**src/rtl/can_txb_pkg.sv**
```systemverilog
package can_txb_pkg;
  typedef enum logic [1:0] {
    ST_IDLE  = 2'd0,
    ST_WAIT  = 2'd1,
    ST_BUS   = 2'd2,
    ST_DRAIN = 2'd3
  } tx_state_e;

  localparam int unsigned ADR_CMD  = 0;
  localparam int unsigned ADR_ID   = 1;
  localparam int unsigned ADR_CTRL = 2;
  localparam int unsigned ADR_DATA = 3;
endpackage

```
**src/rtl/can_txb_regs.sv**
```systemverilog
module can_txb_regs
  import can_txb_pkg::*;
#(
  parameter int unsigned REG_W  = 32,
  parameter int unsigned ADDR_W = 3,
  parameter int unsigned ID_W   = 29,
  parameter int unsigned DLC_W  = 4,
  parameter int unsigned DATA_W = 64
) (
  input  logic              clk_i,
  input  logic              rst_ni,
  input  logic              wr_i,
  input  logic [ADDR_W-1:0] addr_i,
  input  logic [REG_W-1:0]  wdata_i,
  input  logic              lock_i,
  input  logic              busy_i,
  output logic [REG_W-1:0]  rdata_o,
  output logic [ID_W-1:0]   id_o,
  output logic              ext_o,
  output logic [DLC_W-1:0]  dlc_o,
  output logic [DATA_W-1:0] data_o
);
  localparam int unsigned NWORDS  = DATA_W / REG_W;
  localparam int unsigned EXT_BIT = REG_W - 2;

  logic              wr_ok;
  logic [ID_W-1:0]   id_q;
  logic              ext_q;
  logic [DLC_W-1:0]  dlc_q;
  logic [DATA_W-1:0] data_q;

  assign wr_ok = wr_i && !lock_i;

  always_ff @(posedge clk_i or negedge rst_ni) begin
    if (!rst_ni) begin
      id_q  <= '0;
      ext_q <= 1'b0;
      dlc_q <= '0;
    end else begin
      if (wr_ok && addr_i == ADDR_W'(ADR_ID)) begin
        id_q  <= wdata_i[ID_W-1:0];
        ext_q <= wdata_i[EXT_BIT];
      end
      if (wr_ok && addr_i == ADDR_W'(ADR_CTRL)) dlc_q <= wdata_i[DLC_W-1:0];
    end
  end

  for (genvar g = 0; g < NWORDS; g++) begin : g_word
    always_ff @(posedge clk_i or negedge rst_ni) begin
      if (!rst_ni) data_q[g*REG_W +: REG_W] <= '0;
      else if (wr_ok && addr_i == ADDR_W'(ADR_DATA + g))
        data_q[g*REG_W +: REG_W] <= wdata_i;
    end
  end

  always_comb begin
    rdata_o = '0;
    if (addr_i == ADDR_W'(ADR_CMD)) rdata_o[0] = busy_i;
    if (addr_i == ADDR_W'(ADR_ID)) begin
      rdata_o[ID_W-1:0] = id_q;
      rdata_o[EXT_BIT]  = ext_q;
    end
    if (addr_i == ADDR_W'(ADR_CTRL)) rdata_o[DLC_W-1:0] = dlc_q;
    for (int k = 0; k < NWORDS; k++)
      if (addr_i == ADDR_W'(ADR_DATA + k)) rdata_o = data_q[k*REG_W +: REG_W];
  end

  assign id_o   = id_q;
  assign ext_o  = ext_q;
  assign dlc_o  = dlc_q;
  assign data_o = data_q;
endmodule

```
**src/rtl/can_txb_fsm.sv**
```systemverilog
module can_txb_fsm
  import can_txb_pkg::*;
(
  input  logic clk_i,
  input  logic rst_ni,
  input  logic basic_i,
  input  logic set_req_i,
  input  logic abort_req_i,
  input  logic bus_idle_i,
  input  logic done_i,
  input  logic arb_lost_i,
  input  logic err_i,
  output logic busy_o,
  output logic locked_o,
  output logic load_o
);
  tx_state_e state_q, state_d;
  logic      busy_q, busy_d;
  logic      outcome;

  assign outcome = done_i || arb_lost_i || err_i;

  always_ff @(posedge clk_i or negedge rst_ni) begin
    if (!rst_ni) begin
      state_q <= ST_IDLE;
      busy_q  <= 1'b0;
    end else begin
      state_q <= state_d;
      busy_q  <= busy_d;
    end
  end

  always_comb begin
    state_d = state_q;
    busy_d  = busy_q;
    load_o  = 1'b0;
    unique case (state_q)
      ST_IDLE: if (set_req_i && basic_i) begin
        state_d = ST_WAIT;
        busy_d  = 1'b1;
      end
      ST_WAIT: begin
        if (abort_req_i) begin
          state_d = ST_IDLE;
          busy_d  = 1'b0;
        end else if (bus_idle_i && basic_i) begin
          load_o  = 1'b1;
          state_d = ST_BUS;
        end
      end
      ST_BUS: begin
        if (abort_req_i) begin
          // frame on the wire finishes; only the lock waits for it
          busy_d  = 1'b0;
          state_d = outcome ? ST_IDLE : ST_DRAIN;
        end else if (done_i) begin
          busy_d  = 1'b0;
          state_d = ST_IDLE;
        end else if (arb_lost_i || err_i) begin
          state_d = ST_WAIT;
        end
      end
      ST_DRAIN: if (outcome) state_d = ST_IDLE;
      default:  state_d = ST_IDLE;
    endcase
  end

  assign busy_o   = busy_q;
  assign locked_o = (state_q != ST_IDLE);
endmodule

```
**src/rtl/can_txb_ctrl.sv**
```systemverilog
module can_txb_ctrl
  import can_txb_pkg::*;
#(
  parameter int unsigned REG_W  = 32,
  parameter int unsigned ADDR_W = 3,
  parameter int unsigned ID_W   = 29,
  parameter int unsigned DLC_W  = 4,
  parameter int unsigned DATA_W = 64
) (
  input  logic              clk_i,
  input  logic              rst_ni,
  input  logic              basic_mode_i,
  input  logic              reg_wr_i,
  input  logic [ADDR_W-1:0] reg_addr_i,
  input  logic [REG_W-1:0]  reg_wdata_i,
  output logic [REG_W-1:0]  reg_rdata_o,
  input  logic              bus_idle_i,
  output logic              load_o,
  output logic [ID_W-1:0]   tx_id_o,
  output logic              tx_ext_o,
  output logic [DLC_W-1:0]  tx_dlc_o,
  output logic [DATA_W-1:0] tx_data_o,
  input  logic              done_i,
  input  logic              arb_lost_i,
  input  logic              err_i,
  output logic              busy_o,
  output logic              locked_o
);
  logic cmd_wr, set_req, abort_req;

  assign cmd_wr    = reg_wr_i && (reg_addr_i == ADDR_W'(ADR_CMD));
  assign set_req   = cmd_wr && reg_wdata_i[0];
  assign abort_req = cmd_wr && !reg_wdata_i[0];

  can_txb_fsm u_fsm (
    .clk_i      (clk_i),
    .rst_ni     (rst_ni),
    .basic_i    (basic_mode_i),
    .set_req_i  (set_req),
    .abort_req_i(abort_req),
    .bus_idle_i (bus_idle_i),
    .done_i     (done_i),
    .arb_lost_i (arb_lost_i),
    .err_i      (err_i),
    .busy_o     (busy_o),
    .locked_o   (locked_o),
    .load_o     (load_o)
  );

  can_txb_regs #(
    .REG_W (REG_W),
    .ADDR_W(ADDR_W),
    .ID_W  (ID_W),
    .DLC_W (DLC_W),
    .DATA_W(DATA_W)
  ) u_regs (
    .clk_i  (clk_i),
    .rst_ni (rst_ni),
    .wr_i   (reg_wr_i),
    .addr_i (reg_addr_i),
    .wdata_i(reg_wdata_i),
    .lock_i (locked_o),
    .busy_i (busy_o),
    .rdata_o(reg_rdata_o),
    .id_o   (tx_id_o),
    .ext_o  (tx_ext_o),
    .dlc_o  (tx_dlc_o),
    .data_o (tx_data_o)
  );
endmodule

```
**config.mk**
```make
export PLATFORM = sky130hd
export DESIGN_NAME = can_txb_ctrl
export DESIGN_NICKNAME = d
export VERILOG_FILES = /design/src/rtl/can_txb_pkg.sv /design/src/rtl/can_txb_regs.sv /design/src/rtl/can_txb_fsm.sv /design/src/rtl/can_txb_ctrl.sv
export SDC_FILE = /design/constraint.sdc
export NUM_CORES = 1
export LEC_CHECK = 0
export ABC_AREA = 1
export ABC_CLOCK_PERIOD_IN_PS = 1500
export BUFFER_PORTS_ARGS = -buffer_cell sky130_fd_sc_hd__buf_2
export CAP_MARGIN = 40
export CORE_UTILIZATION = 44
export DETAILED_ROUTE_END_ITERATION = 16
export HOLD_SLACK_MARGIN = 0.05
export PLACE_DENSITY = 0.87
export SKIP_CTS_REPAIR_TIMING = 1
export SYNTH_ARGS = -nofsm -noshare
export SYNTH_HDL_FRONTEND = slang
export SYNTH_SLANG_ARGS = --single-unit
```
**constraint.sdc**
```tcl
create_clock -name clk_i -period 1.5 [get_ports clk_i]
set_input_delay 0 -clock clk_i [delete_from_list [all_inputs] [get_ports clk_i]]
set_output_delay 0 -clock clk_i [all_outputs]
set_load 0.03 [all_outputs]
```
==> run_results.csv, run 1 <==
group,metric,value,unit
global_route,grt_overflow,0,
die,fp-row-count,36,
timing,slew_violations,0,
cts,cts_buffers,9,
timing,clock_skew,0.01006,ns
cts,cts_root_buf,"clkbuf_8",
logic_synthesis,synth-seq-cells,101,
global_route,grt_max_degree,53,
setup_path,critPathLaunchType,"flip-flop",
global_route,grt_pass1_vias,3864,
die,core-area,9774,um2
cts,cts_tree,"done",
timing,tightestPinTransition,0.3854,ns
cts,clkLatencyLatePin,0.36,ns
logic_synthesis,ys_seq_area_frac,0.5687,
timing,min_period,1.418,ns
route,route.detailed.drc,0,
power_and_ir_drop,peakVddDrop,1313,uV
finish,nets,775,
timing,worst_slack,0.08195,ns
setup_path,slowest_stage,"dfrtp_1",
setup_path,crit_fanout,3,
cts,h-tree-depth,3,
global_route,top_usage_layer,"met2",
logic_synthesis,synthCells,518,
setup_path,crit_type,"reg2out",
setup_path,crit_buf_inv,2,
timing,rsz0062_at_grt,"no",
global_route,track_usage,0.2260,
timing,hold_viol_final,0,
setup_path,crit_chain,"buf_4 > ha_1 > nand2_1 > nor2_1 > buf_2",
cts,clock_sinks,101,
logic_synthesis,ys_types,21,
cts,clockBufferDepth,2,
power_and_ir_drop,leakagePower,3.430,nW
route,postRouteAntennaNets,0,
timing,slew_headroom,0.7431,
logic_synthesis,syn_nets,566,
setup_path,crit_required,1.50,ns
finish,syn_to_final_growth,37.92,%
route,viasPerCell,5.068,
route,routed_wl,12410,um
timing,period_share,0.9454,
hold_path,hold_path.class,"in2reg",
die,die_w,102.5,um
setup_path,cp_top_family,"flip-flops",
finish,drive_above_1_share,0.3005,
route,drt_iter0_drc,185,
global_route,grt_antenna_before_repair,0,
timing,max_freq,0.7052,GHz
setup_path,cp.arrival,1.42,ns
setup_path,critPathCaptureType,"output port",
setup_path,crit_path_max_incr_delay,0.39,ns
timing,finalSetupViolCount,0,
route,first_pass_iters,4,
logic_synthesis,synthesis.area,4444,um2
job,cap_viol_max_count,0,
cts,clkTransAtPathRegs,0.09,ns
power_and_ir_drop,power_density,2174,nW/um2
placement,gp_congestion,0.8077,
placement,portBuffers,175,
placement,dp_hpwl,8634,um
run_status,status,"finished, final reports clean",
global_route,met1_usage,0.2657,
finish,fillers,829,
die,ios,176,
placement,place_ws,0.04361,ns
die,start_util,0.4547,
route,vias,4384,
finish,antenna_cells,0,
logic_synthesis,syn_avg_cell_area,8.580,um2
global_route,use_met2,0.3949,
logic_synthesis,yosys_warnings,0,
die,dieArea,10510,um2
global_route,use_met3,0.04746,
die,die_h,102.5,um
timing,setup_tns,0,ns
global_route,grt_pass1_wl,18100,um
route,wl_per_cell,14.35,um
[cells by family (layout without fill, tap and decap cells)]
kind of cell               count (synthesis)  in the layout  synth area share
AOI/OAI and AO/OA                        131            131            0.1639
DFF                                      101            101            0.5687
adders and majority gates                  5              5           0.01408
and+or+nand+nor                          211            211            0.1903
buffers and inverters                     70            284           0.06306
[synth_stat cells (all sizes together)]
master,count,area share
a21oi,1,0.0011
nand4,5,0.0070
nor3,2,0.0059
inv,43,0.036
nand3,7,0.0079
ha,5,0.014
nand2,187,0.16
dfrtp,101,0.57
buf,14,0.016
nor2,8,0.0073
a22o,2,0.0039
a22oi,26,0.044
o21ai,102,0.11
and3,1,0.0014
nand3b,1,0.0017
clkbuf,13,0.011
[per-stage QoR]
step | instance area (um2) | instances | hold WS [ns] | utilization | power (mW)
after global routing | 6130 | 865 | 0.07418 | 0.6271 | 14.16
after floorplan | 4444 | 518 | -0.2956 | - | 9.260
after detailed placement | 5588 | 816 | -0.05238 | 0.5717 | 11.53
final | 6130 | 865 | 0.03216 | 0.6271 | 13.32
after global placement | 5588 | 816 | -0.06659 | 0.5717 | 11.28
after CTS | 5794 | 832 | -0.4489 | 0.5928 | 13.27
[where the power goes]
part | total [mW] | switching (mW) | internal [mW]
clock network | 1.73 | 0.897 | 0.832
registers | 5.07 | 1.09 | 3.98
logic | 6.52 | 4.60 | 1.92
[layer usage]
layer	up-vias	wire length (um)
li1	2113	-
met2	158	6408
met5	-	0
met1	2081	5024
met4	0	330
met3	32	650
[cell usage in the layout (no fill, tap or decap), types with 2 or more instances in the layout]
| cell type | n |
|---|---|
| a22o_1 | 2 |
| a22oi_1 | 26 |
| buf_12 | 7 |
| buf_2 | 174 |
| buf_4 | 11 |
| clkbuf_8 | 14 |
| dfrtp_1 | 101 |
| dlygate4sd3_1 | 33 |
| ha_1 | 5 |
| inv_1 | 39 |
| inv_2 | 4 |
| nand2_1 | 183 |
| nand2_2 | 4 |
| nand3_1 | 7 |
| nand4_1 | 5 |
| nor2_1 | 6 |
| nor2_2 | 2 |
| o21ai_0 | 32 |
| o21ai_1 | 70 |
[worst min-delay path, delay by kind of cell]
kind	cells	cell delay, ns
simple gates	5	0.27
buf+inv	1	0.09
[registers in the layout, indices dropped and copies added (netlist names)]
signal / cells
u_regs.ext_o: 1
u_regs.dlc_o: 4
u_fsm.busy_o: 1
u_regs.id_o: 29
u_regs.data_o: 64
u_fsm.state_q: 2
[worst paths after layout]
| path | from | to | slack (ns) | cells after the start |
|---|---|---|---|---|
| setup / recovery | u_fsm.state_q[0] | load_o | 0.08 | 5 |
| hold / removal | done_i | u_fsm.state_q[0] | 0.03 | 6 |
| setup reg to reg | u_fsm.state_q[1] | u_regs.id_o[24] | 0.09 | 8 |
| hold reg to reg | u_regs.data_o[2] | u_regs.data_o[2] | 0.52 | 2 |
| max in group asynchronous | rst_ni | u_regs.id_o[3] | 0.76 | 3 |
| min in group asynchronous | rst_ni | u_regs.data_o[15] | 0.13 | 2 |
[final cells by class]
cell class	count	area, um2	share of cell area
Inverter	43	161.4	0.02633
Timing Repair Buffer	225	1424	0.2323
Tap cell	133	166.4	0.02715
Clock inverter	2	13.76	0.002245
Sequential cell	101	2527	0.4123
Clock buffer	14	192.7	0.03144
Multi-Input combinational cell	347	1644	0.2682
Note: power is estimated with default switching activity, not from simulation.
==> run 2: changes to the inputs <==
- REMOVE_ABC_BUFFERS: unset -> 1
==> run_results.csv, run 2 (same netlist as run 1, synthesis figures left out) <==
group,metric,value,unit
run_status,status,"finished, final reports clean",
timing,tightestPinTransition,0.5243,ns
power_and_ir_drop,leakagePower,3.411,nW
timing,clock_skew,0.01744,ns
setup_path,cp.arrival,1.42,ns
finish,syn_to_final_growth,37.22,%
cts,clock_sinks,101,
cts,cts_buffers,9,
power_and_ir_drop,switchingPower,6.666,mW
setup_path,crit_type,"in2out",
timing,finalSetupViolCount,0,
placement,place_ws,0.06727,ns
placement,dp_cells,815,
finish,antenna_cells,0,
global_route,grt_antenna_before_repair,0,
timing,max_freq,0.7056,GHz
route,postRouteAntennaNets,0,
finish,nets,774,
setup_path,r2r_cells,8,
cts,clkLatencyLatePin,0.35,ns
cts,cts_tree,"done",
global_route,grt_pass1_wl,18090,um
placement,portBuffers,175,
die,dieArea,10510,um2
die,die_w,102.5,um
die,fp-row-count,36,
hold_path,hold_end,"u_fsm.state_q[0]",
finish,post-route-util,0.6239,
route,first_pass_iters,4,
setup_path,critPathCaptureType,"output port",
global_route,grt_pass1_vias,3923,
timing,rsz0062_at_grt,"yes",
placement,gp_congestion,0.8829,
route,routed_wl,12350,um
placement,dp_hpwl,8289,um
hold_path,hold_path.class,"in2reg",
route,wl_per_cell,14.30,um
route,route.detailed.drc,0,
setup_path,crit_fanout,5,
die,ios,176,
timing,min_period,1.417,ns
power_and_ir_drop,combPwrFrac,0.492,
cts,h-tree-depth,3,
power_and_ir_drop,switching_share,0.5055,
timing,setup_tns,0,ns
global_route,grt_overflow,0,
timing,worst_slack,0.08275,ns
hold_path,hold_depth,6,
finish,drive_above_1_share,0.3010,
power_and_ir_drop,peakVddDrop,1220,uV
setup_path,crit_required,1.50,ns
finish,final_cell_mix,"184 x nand2_1, 174 x buf_2, 101 x dfrtp_1",
cts,clkTransAtPathRegs,0.11,ns
setup_path,critPathLaunchType,"input port",
die,core-area,9774,um2
timing,fin_hold_ws,0.04217,ns
hold_path,worstHoldStart,"done_i",
finish,final_common_cell,"nand2_1",
timing,period_share,0.9448,
timing,slew_headroom,0.6505,
setup_path,rr_endpoint,"u_regs.id_o[5]",
route,vias,4381,
route,drt_iter0_drc,210,
die,die_h,102.5,um
finish,layoutNonFillerInstCount,864,
cts,clockBufferDepth,2,
power_and_ir_drop,seq_power_share,0.386,
cts,cts_root_buf,"clkbuf_8",
route,viasPerCell,5.071,
power_and_ir_drop,power_density,2162,nW/um2
power_and_ir_drop,p_int,6.520,mW
job,cap_viol_max_count,0,
power_and_ir_drop,pwr-share-clk,0.122,
die,start_util,0.4547,
global_route,grt_max_degree,102,
timing,hold_viol_final,0,
setup_path,r2r_start,"u_fsm.state_q[1]",
global_route,track_usage,0.2205,
finish,largest_register_ffs,64,
timing,slew_violations,0,
setup_path,ff2ff_setup_slack,0.11,ns
run 2: cell type report:
| type | instances | area [um2] |
|---|---|---|
| repair buffers | 224 | 1416 |
| multi-input cells | 347 | 1649 |
| fillers | 819 | 3676 |
| well taps | 133 | 166.4 |
| clock buffers | 9 | 123.9 |
| clock inverters | 7 | 53.80 |
| flip-flops and latches | 101 | 2527 |
| inverters | 43 | 161.4 |
run 2: worst max path at each step:
stage                     startpoint          endpoint  slack, ns  cells past startpoint
global route        u_fsm.state_q[0]            load_o   -0.00001                      5
detailed placement  u_fsm.state_q[1]   u_regs.id_o[20]       0.07                      8
floorplan           u_fsm.state_q[0]    u_regs.id_o[0]      -0.45                      6
global placement    u_fsm.state_q[1]  u_regs.data_o[0]       0.13                      8
finish                reg_wdata_i[0]            load_o       0.08                      7
CTS                 u_fsm.state_q[1]    u_regs.id_o[5]       0.06                      8
run 2: stage by stage:
step | instance area, um2 | power, mW
3_3_place_gp | 5580 | 11.27
5_1_grt | 6098 | 14.01
4_1_cts | 5758 | 13.11
3_5_place_dp | 5580 | 11.49
2_1_floorplan | 4325 | 9.235
6_report | 6098 | 13.19
run 2: critical path: stages:
cell	delay, ns
dlygate4sd3_1	0.56
buf_2	0.15
inv_1	0.13
nand4_1	0.22
nand2_1	0.15
nor2_1	0.04
buf_2	0.17
run 2: per-layer routing:
metal  vias to the layer above  wire [um]  GRT usage
met1                      2056       5158     0.2773
met3                        19        700    0.04475
met5                         -          0          0
met4                         0        155    0.06593
li1                       2111          -          -
met2                       195       6339     0.3836
run 2: power by group through the flow:
stage	Combinational [mW]	Clock (mW)	Sequential [mW]
5_1_grt	7.05	1.75	5.22
2_1_floorplan	1.83	0	7.40
3_3_place_gp	6.27	0	5.00
6_report	6.49	1.60	5.09
3_5_place_dp	6.42	0	5.07
4_1_cts	6.42	1.65	5.04
